**src/rtl/pat_pkg.sv**
```systemverilog
package pat_pkg;

    localparam int unsigned PAT_NPAGE_DEF = 32;
    localparam int unsigned PAT_BLK_W_DEF = 11;
    localparam int unsigned PAT_OFF_W_DEF = 9;

    typedef enum logic [2:0] {
        OP_LOAD   = 3'd0,
        OP_RENAME = 3'd1,
        OP_LOCK   = 3'd2,
        OP_UNLOCK = 3'd3,
        OP_DROP   = 3'd4
    } pat_op_e;

endpackage

```
**src/rtl/pat_table.sv**
```systemverilog
module pat_table
    import pat_pkg::*;
#(
    parameter int unsigned NPAGE  = PAT_NPAGE_DEF,
    parameter int unsigned BLK_W  = PAT_BLK_W_DEF,
    parameter int unsigned PIDX_W = $clog2(NPAGE)
) (
    input  logic                         clk,
    input  logic                         rst_n,
    input  logic                         cmd_valid,
    input  logic [2:0]                   cmd_op,
    input  logic [PIDX_W-1:0]            cmd_page,
    input  logic [BLK_W-1:0]             cmd_blk_a,
    input  logic [BLK_W-1:0]             cmd_blk_b,
    output logic [NPAGE-1:0]             valid_o,
    output logic [NPAGE-1:0]             lock_o,
    output logic [NPAGE-1:0][BLK_W-1:0]  blk_o
);

    typedef struct packed {
        logic [NPAGE-1:0]            valid;
        logic [NPAGE-1:0]            lock;
        logic [NPAGE-1:0][BLK_W-1:0] blk;
    } tbl_t;

    tbl_t    st_d, st_q;
    pat_op_e op;

    assign op = pat_op_e'(cmd_op);

    always_comb begin
        st_d = st_q;
        if (cmd_valid) begin
            case (op)
                OP_LOAD: begin
                    st_d.valid[cmd_page] = 1'b1;
                    st_d.blk[cmd_page]   = cmd_blk_a;
                end
                OP_RENAME: begin
                    if (cmd_blk_a != cmd_blk_b) begin
                        for (int i = 0; i < NPAGE; i++) begin
                            if (st_q.valid[i] && st_q.blk[i] == cmd_blk_b) begin
                                st_d.valid[i] = 1'b0;
                            end else if (st_q.valid[i] && st_q.blk[i] == cmd_blk_a) begin
                                st_d.blk[i] = cmd_blk_b;
                            end
                        end
                    end
                end
                OP_LOCK:   st_d.lock[cmd_page]  = 1'b1;
                OP_UNLOCK: st_d.lock[cmd_page]  = 1'b0;
                OP_DROP:   st_d.valid[cmd_page] = 1'b0;
                default: ;
            endcase
        end
    end

    always_ff @(posedge clk) begin
        if (!rst_n) begin
            st_q <= '0;
        end else begin
            st_q <= st_d;
        end
    end

    assign valid_o = st_q.valid;
    assign lock_o  = st_q.lock;
    assign blk_o   = st_q.blk;

    AST_LOAD_TAKES: assert property (@(posedge clk) disable iff (!rst_n)
        cmd_valid && op == OP_LOAD |=>
            valid_o[$past(cmd_page)] && blk_o[$past(cmd_page)] == $past(cmd_blk_a));

    AST_LOCK_SETS: assert property (@(posedge clk) disable iff (!rst_n)
        cmd_valid && op == OP_LOCK |=> lock_o[$past(cmd_page)]);

    AST_UNLOCK_CLEARS: assert property (@(posedge clk) disable iff (!rst_n)
        cmd_valid && op == OP_UNLOCK |=> !lock_o[$past(cmd_page)]);

    AST_DROP_CLEARS: assert property (@(posedge clk) disable iff (!rst_n)
        cmd_valid && op == OP_DROP |=> !valid_o[$past(cmd_page)]);

    for (genvar g = 0; g < NPAGE; g++) begin : g_chk
        AST_RENAME_SRC_GONE: assert property (@(posedge clk) disable iff (!rst_n)
            cmd_valid && op == OP_RENAME && cmd_blk_a != cmd_blk_b |=>
                !(valid_o[g] && blk_o[g] == $past(cmd_blk_a)));
    end

endmodule

```
**src/rtl/pat_lookup.sv**
```systemverilog
module pat_lookup
    import pat_pkg::*;
#(
    parameter int unsigned NPAGE  = PAT_NPAGE_DEF,
    parameter int unsigned BLK_W  = PAT_BLK_W_DEF,
    parameter int unsigned OFF_W  = PAT_OFF_W_DEF,
    parameter int unsigned PIDX_W = $clog2(NPAGE),
    parameter int unsigned ADDR_W = BLK_W + OFF_W,
    parameter int unsigned PA_W   = PIDX_W + OFF_W
) (
    input  logic                         clk,
    input  logic                         rst_n,
    input  logic                         req,
    input  logic [ADDR_W-1:0]            addr,
    input  logic [NPAGE-1:0]             valid_i,
    input  logic [NPAGE-1:0]             lock_i,
    input  logic [NPAGE-1:0][BLK_W-1:0]  blk_i,
    output logic                         hit,
    output logic                         fault,
    output logic                         busy,
    output logic                         err,
    output logic [PA_W-1:0]              paddr
);

    typedef struct packed {
        logic            hit;
        logic            fault;
        logic            busy;
        logic            err;
        logic [PA_W-1:0] paddr;
    } res_t;

    res_t               res_d, res_q;
    logic [BLK_W-1:0]   key;
    logic [OFF_W-1:0]   off;
    logic [NPAGE-1:0]   match;
    logic [NPAGE-1:0]   usable;
    logic [PIDX_W:0]    n_usable;
    logic [PIDX_W-1:0]  idx;

    assign key = addr[OFF_W +: BLK_W];
    assign off = addr[OFF_W-1:0];

    for (genvar g = 0; g < NPAGE; g++) begin : g_cmp
        assign match[g]  = valid_i[g] && (blk_i[g] == key);
        assign usable[g] = match[g] && !lock_i[g];
    end

    always_comb begin
        n_usable = '0;
        idx      = '0;
        for (int i = 0; i < NPAGE; i++) begin
            n_usable = n_usable + (PIDX_W+1)'(usable[i]);
            if (usable[i]) begin
                idx = PIDX_W'(i);
            end
        end
    end

    always_comb begin
        res_d = '0;
        if (req) begin
            if (n_usable == (PIDX_W+1)'(1)) begin
                res_d.hit   = 1'b1;
                res_d.paddr = {idx, off};
            end else if (n_usable > (PIDX_W+1)'(1)) begin
                res_d.err = 1'b1;
            end else if (|match) begin
                res_d.busy = 1'b1;
            end else begin
                res_d.fault = 1'b1;
            end
        end
    end

    always_ff @(posedge clk) begin
        if (!rst_n) begin
            res_q <= '0;
        end else begin
            res_q <= res_d;
        end
    end

    assign hit   = res_q.hit;
    assign fault = res_q.fault;
    assign busy  = res_q.busy;
    assign err   = res_q.err;
    assign paddr = res_q.paddr;

    AST_ONE_VERDICT: assert property (@(posedge clk) disable iff (!rst_n)
        req |=> $countones({hit, fault, busy, err}) == 1);

    AST_IDLE_QUIET: assert property (@(posedge clk) disable iff (!rst_n)
        !req |=> !hit && !fault && !busy && !err && paddr == '0);

    AST_OFFSET_KEPT: assert property (@(posedge clk) disable iff (!rst_n)
        req |=> !hit || paddr[OFF_W-1:0] == $past(addr[OFF_W-1:0]));

    AST_MISS_NO_ADDR: assert property (@(posedge clk) disable iff (!rst_n)
        fault || busy || err |-> paddr == '0);

endmodule

```
**src/rtl/pat_xlate.sv**
```systemverilog
module pat_xlate
    import pat_pkg::*;
#(
    parameter int unsigned NPAGE  = PAT_NPAGE_DEF,
    parameter int unsigned BLK_W  = PAT_BLK_W_DEF,
    parameter int unsigned OFF_W  = PAT_OFF_W_DEF,
    parameter int unsigned PIDX_W = $clog2(NPAGE),
    parameter int unsigned ADDR_W = BLK_W + OFF_W,
    parameter int unsigned PA_W   = PIDX_W + OFF_W
) (
    input  logic              clk,
    input  logic              rst_n,
    input  logic              cmd_valid,
    input  logic [2:0]        cmd_op,
    input  logic [PIDX_W-1:0] cmd_page,
    input  logic [BLK_W-1:0]  cmd_blk_a,
    input  logic [BLK_W-1:0]  cmd_blk_b,
    input  logic              ins_req,
    input  logic [ADDR_W-1:0] ins_addr,
    output logic              ins_hit,
    output logic              ins_fault,
    output logic              ins_busy,
    output logic              ins_err,
    output logic [PA_W-1:0]   ins_paddr,
    input  logic              opd_req,
    input  logic [ADDR_W-1:0] opd_addr,
    output logic              opd_hit,
    output logic              opd_fault,
    output logic              opd_busy,
    output logic              opd_err,
    output logic [PA_W-1:0]   opd_paddr
);

    localparam int unsigned NPORT = 2;

    logic [NPAGE-1:0]            tbl_valid;
    logic [NPAGE-1:0]            tbl_lock;
    logic [NPAGE-1:0][BLK_W-1:0] tbl_blk;

    logic [NPORT-1:0]            p_req;
    logic [ADDR_W-1:0]           p_addr  [NPORT];
    logic [NPORT-1:0]            p_hit, p_fault, p_busy, p_err;
    logic [PA_W-1:0]             p_paddr [NPORT];

    pat_table #(
        .NPAGE (NPAGE),
        .BLK_W (BLK_W),
        .PIDX_W(PIDX_W)
    ) u_table (
        .clk      (clk),
        .rst_n    (rst_n),
        .cmd_valid(cmd_valid),
        .cmd_op   (cmd_op),
        .cmd_page (cmd_page),
        .cmd_blk_a(cmd_blk_a),
        .cmd_blk_b(cmd_blk_b),
        .valid_o  (tbl_valid),
        .lock_o   (tbl_lock),
        .blk_o    (tbl_blk)
    );

    assign p_req[0]  = ins_req;
    assign p_addr[0] = ins_addr;
    assign p_req[1]  = opd_req;
    assign p_addr[1] = opd_addr;

    for (genvar p = 0; p < NPORT; p++) begin : g_port
        pat_lookup #(
            .NPAGE (NPAGE),
            .BLK_W (BLK_W),
            .OFF_W (OFF_W),
            .PIDX_W(PIDX_W),
            .ADDR_W(ADDR_W),
            .PA_W  (PA_W)
        ) u_lookup (
            .clk    (clk),
            .rst_n  (rst_n),
            .req    (p_req[p]),
            .addr   (p_addr[p]),
            .valid_i(tbl_valid),
            .lock_i (tbl_lock),
            .blk_i  (tbl_blk),
            .hit    (p_hit[p]),
            .fault  (p_fault[p]),
            .busy   (p_busy[p]),
            .err    (p_err[p]),
            .paddr  (p_paddr[p])
        );
    end

    assign ins_hit   = p_hit[0];
    assign ins_fault = p_fault[0];
    assign ins_busy  = p_busy[0];
    assign ins_err   = p_err[0];
    assign ins_paddr = p_paddr[0];
    assign opd_hit   = p_hit[1];
    assign opd_fault = p_fault[1];
    assign opd_busy  = p_busy[1];
    assign opd_err   = p_err[1];
    assign opd_paddr = p_paddr[1];

endmodule

```
**config.mk**
```make
export PLATFORM = sky130hd
export DESIGN_NAME = pat_xlate
export DESIGN_NICKNAME = d
export VERILOG_FILES = /design/src/rtl/pat_pkg.sv /design/src/rtl/pat_table.sv /design/src/rtl/pat_lookup.sv /design/src/rtl/pat_xlate.sv
export SDC_FILE = /design/constraint.sdc
export NUM_CORES = 2
export LEC_CHECK = 0
export BUFFER_PORTS_ARGS = -buffer_cell sky130_fd_sc_hd__buf_2
export CAP_MARGIN = 20
export CORE_MARGIN = 3
export CORE_UTILIZATION = 43
export CTS_BUF_LIST = sky130_fd_sc_hd__clkbuf_16
export DETAILED_ROUTE_END_ITERATION = 16
export GPL_TIMING_DRIVEN = 1
export HOLD_SLACK_MARGIN = 0.1
export PLACE_DENSITY_LB_ADDON = 0.2
export SKIP_CTS_REPAIR_TIMING = 1
export SLEW_MARGIN = 10
export SYNTH_ARGS = -nofsm -noshare
export SYNTH_HDL_FRONTEND = slang
export SYNTH_SLANG_ARGS = --single-unit
```
**constraint.sdc**
```tcl
create_clock -name clk -period 13 [get_ports clk]
set_clock_uncertainty 0.05 [all_clocks]
set_input_delay 0 -clock clk [delete_from_list [all_inputs] [get_ports clk]]
set_output_delay 0 -clock clk [all_outputs]
set_load 0.05 [all_outputs]
```
==> impl_metrics.yaml <==
floorplan:
  fp-row-count: 109
  initial_core_util_pct: 43.7
  die_area_mm2: 0.0943
  die_w_um: 307
  die_y_um: 307
  coreArea_mm2: 0.0892
  io_pins: 111
route:
  drtPass1Iterations: 6
  dr_total_vias: 36400
  antenna_left: 0
  drcViolationCount: 0
  drt-total-wl_um: 173000
  routedWlPerCell_um: 31.1
  viasPerCell: 6.54
  drt_iter0_drc: 5098
clock_tree:
  cts_root_buffer: "clkbuf_16"
  clk_pin_slew_ns: 0.06
  htreeDepth: 2
  clock_latency_ns: 0.65
  clock_sinks: 452
  cts_tree: "done"
  cts_buffer_depth: 3
  cts_buffers: 56
sta:
  rsz0062_at_grt: "false"
  min_period_ns: 8.07
  fin_tns_setup_ns: 0
  slew-limit-headroom_pct: 17.1
  fin_ws_ns: 4.93
  worst_pin_slew_ns: 1.24
  hold_slack_ns: 0.0673
  finalHoldViolations: 0
  setup_violations: 0
  finalMaxSlewViolations: 0
  fin_crit_sh_pct: 62.1
  fmax_mhz: 124
yosys:
  ys_seq_area_share_pct: 23.2
  ys_types: 65
  synthCells: 4795
  syn_nets: 4934
  synth_edf_count: 0
  async_flop_share_pct: 0
  netlist_area_mm2: 0.0390
  ys.flop_type: "dfxtp_1"
  avgSynthCellArea_um2: 8.13
  synth_seq_cells: 452
  ys_warn_count: 0
final_layout:
  drive_gt1_share_pct: 8.64
  area_growth_syn_to_layout_pct: 4.42
  layout_common_cells: "1375 x xnor2_1, 452 x dfxtp_1, 447 x nor2_1"
  fin_nets: 4496
  diodes: 0
  stdcell_count: 5565
  final_common_cell: "xnor2_1"
  final_cell_area_mm2: 0.0407
  utilization_pct: 45.6
global_routing:
  grt_overflow: 0
  antenna_found_initial: 3
  grt_first_pass_wirelength_um: 246000
  grt_max_degree: 158
  grt_pass1_vias: 33100
  grt_use_total_pct: 35.3
worst_hold_path:
  holdCritStartpoint: "cmd_page[1]"
  min_path_type: "input pin to flop"
  hold_path_depth: 5
  hold_end: "u_table.blk_o[20]"
place:
  gp_congestion: 0.993
  place_hpwl_um: 103000
  post-place-ws_ns: 4.65
  dpl.cell_count: 5403
  place_area_mm2: 0.0383
  io_buffers: 110
power:
  switching_share_pct: 32.5
  internal-power_mw: 2.64
  pwr-share-seq_pct: 38.2
  peakVddDrop_v: 0.0000994
  power.share.clock_pct: 41.2
  power.density_mw_per_mm2: 95.9
  p_comb_share_pct: 20.6
  p_total_mw: 3.90
  p_leak_nw: 11.2
  switchingPower_mw: 1.27
critical_path:
  critPathLaunch: "u_table.blk_o[312]"
  rr_worst_depth: 22
  worstPathMaxFanout: 10
  rr_startpoint: "u_table.blk_o[312]"
  path_class: "flop to flop"
  startpoint_type: "flop"
  cp_data_arrival_time_ns: 8.60
  r2r_slack_ns: 4.93
  rr_endpoint: "g_port[1].u_lookup.paddr[10]"
  endpoint_kind: "flop"
  cp_data_required_time_ns: 13.53
run_status:
  status: "finished, final reports clean"
flow_run:
  drv_cap: 0
## layer usage
| metal | vias up | track usage, % | share of wire (%) |
|---|---|---|---|
| met2 | 2735 | 50.9 | 40 |
| li1 | 15400 | - | - |
| met1 | 17600 | 48.3 | 40 |
| met5 | - | 0 | 0 |
| met4 | 0 | 18.2 | 6.4 |
| met3 | 675 | 9.16 | 14 |
## registers in the layout, indices dropped and copies added (netlist names), named ones only
signal                 cells
g_port.u_lookup.busy       2
g_port.u_lookup.err        2
g_port.u_lookup.fault      2
g_port.u_lookup.hit        2
g_port.u_lookup.paddr     28
u_table.blk_o            352
u_table.valid_o           32
## logic make-up (layout without fill, tap and decap cells)
family	count (synthesis)	after routing	synth area share [%]
flops	452	452	23.2
mux	128	128	3.29
simple gates	1413	1413	19.3
xor+xnor	1422	1422	32.2
buf+inv	838	443	9.93
compound gates	478	478	9.18
fa+ha+maj	64	64	2.94
## worst max-delay path, cell delays in order (launching register included)
cell and delay (ns):
dfxtp_1 0.52, xnor2_1 0.16, nand4_1 0.15, nor4_1 0.93
fa_1 0.30, inv_1 0.06, fa_1 0.54, inv_1 0.06
fa_1 0.54, inv_1 0.06, fa_1 0.57, fa_1 0.47
fa_1 0.49, inv_1 0.09, fa_1 0.19, inv_1 0.07
fa_1 0.54, or4b_1 0.52, nor4_4 0.67, and2_1 0.37
nand2_1 0.08, a2111oi_0 0.39, a22o_1 0.20
## area by class of cell
cell class | instances | area, um^2
Clock buffer | 58 | 1450
Clock inverter | 43 | 365
Fill cell | 8740 | 48500
Inverter | 80 | 308
Multi-Input combinational cell | 3505 | 26100
Sequential cell | 452 | 9050
Tap cell | 1165 | 1460
Timing Repair Buffer | 262 | 1950
## power groups by stage
stage | logic, mW | registers, mW | clock network (mW)
after detailed placement | 0.761 | 1.52 | 0
after floorplan | 0.622 | 1.45 | 0
final | 0.803 | 1.49 | 1.61
after global routing | 0.832 | 1.49 | 1.68
after global placement | 0.753 | 1.52 | 0
after CTS | 0.764 | 1.49 | 1.62
## cell usage after synthesis, types with 52 or more instances
master | instances | area share (%)
xnor2_1 | 1375 | 31
clkbuf_1 | 500 | 4.8
dfxtp_1 | 452 | 23
nor2_1 | 448 | 4.3
nand4_1 | 349 | 5.6
nand3_1 | 257 | 3.3
a311oi_1 | 250 | 5.6
mux2i_1 | 128 | 3.3
buf_2 | 109 | 1.4
nor3_1 | 99 | 1.3
nor4_1 | 91 | 1.5
a21oi_1 | 80 | 1.0
inv_1 | 77 | 0.74
o22ai_1 | 60 | 0.96
buf_4 | 52 | 1.0
nand2_1 | 52 | 0.50
## worst max path at each step
stage	slack [ns]	end	depth (start not counted)
after CTS	4.96	g_port[1].u_lookup.paddr[10]	22
after floorplan	5.80	g_port[0].u_lookup.paddr[10]	23
after global routing	4.46	g_port[1].u_lookup.paddr[10]	22
final	4.93	g_port[1].u_lookup.paddr[10]	22
after global placement	4.76	g_port[1].u_lookup.paddr[10]	24
after detailed placement	4.65	g_port[1].u_lookup.paddr[10]	24
Note: power is estimated with default switching activity, not from simulation.
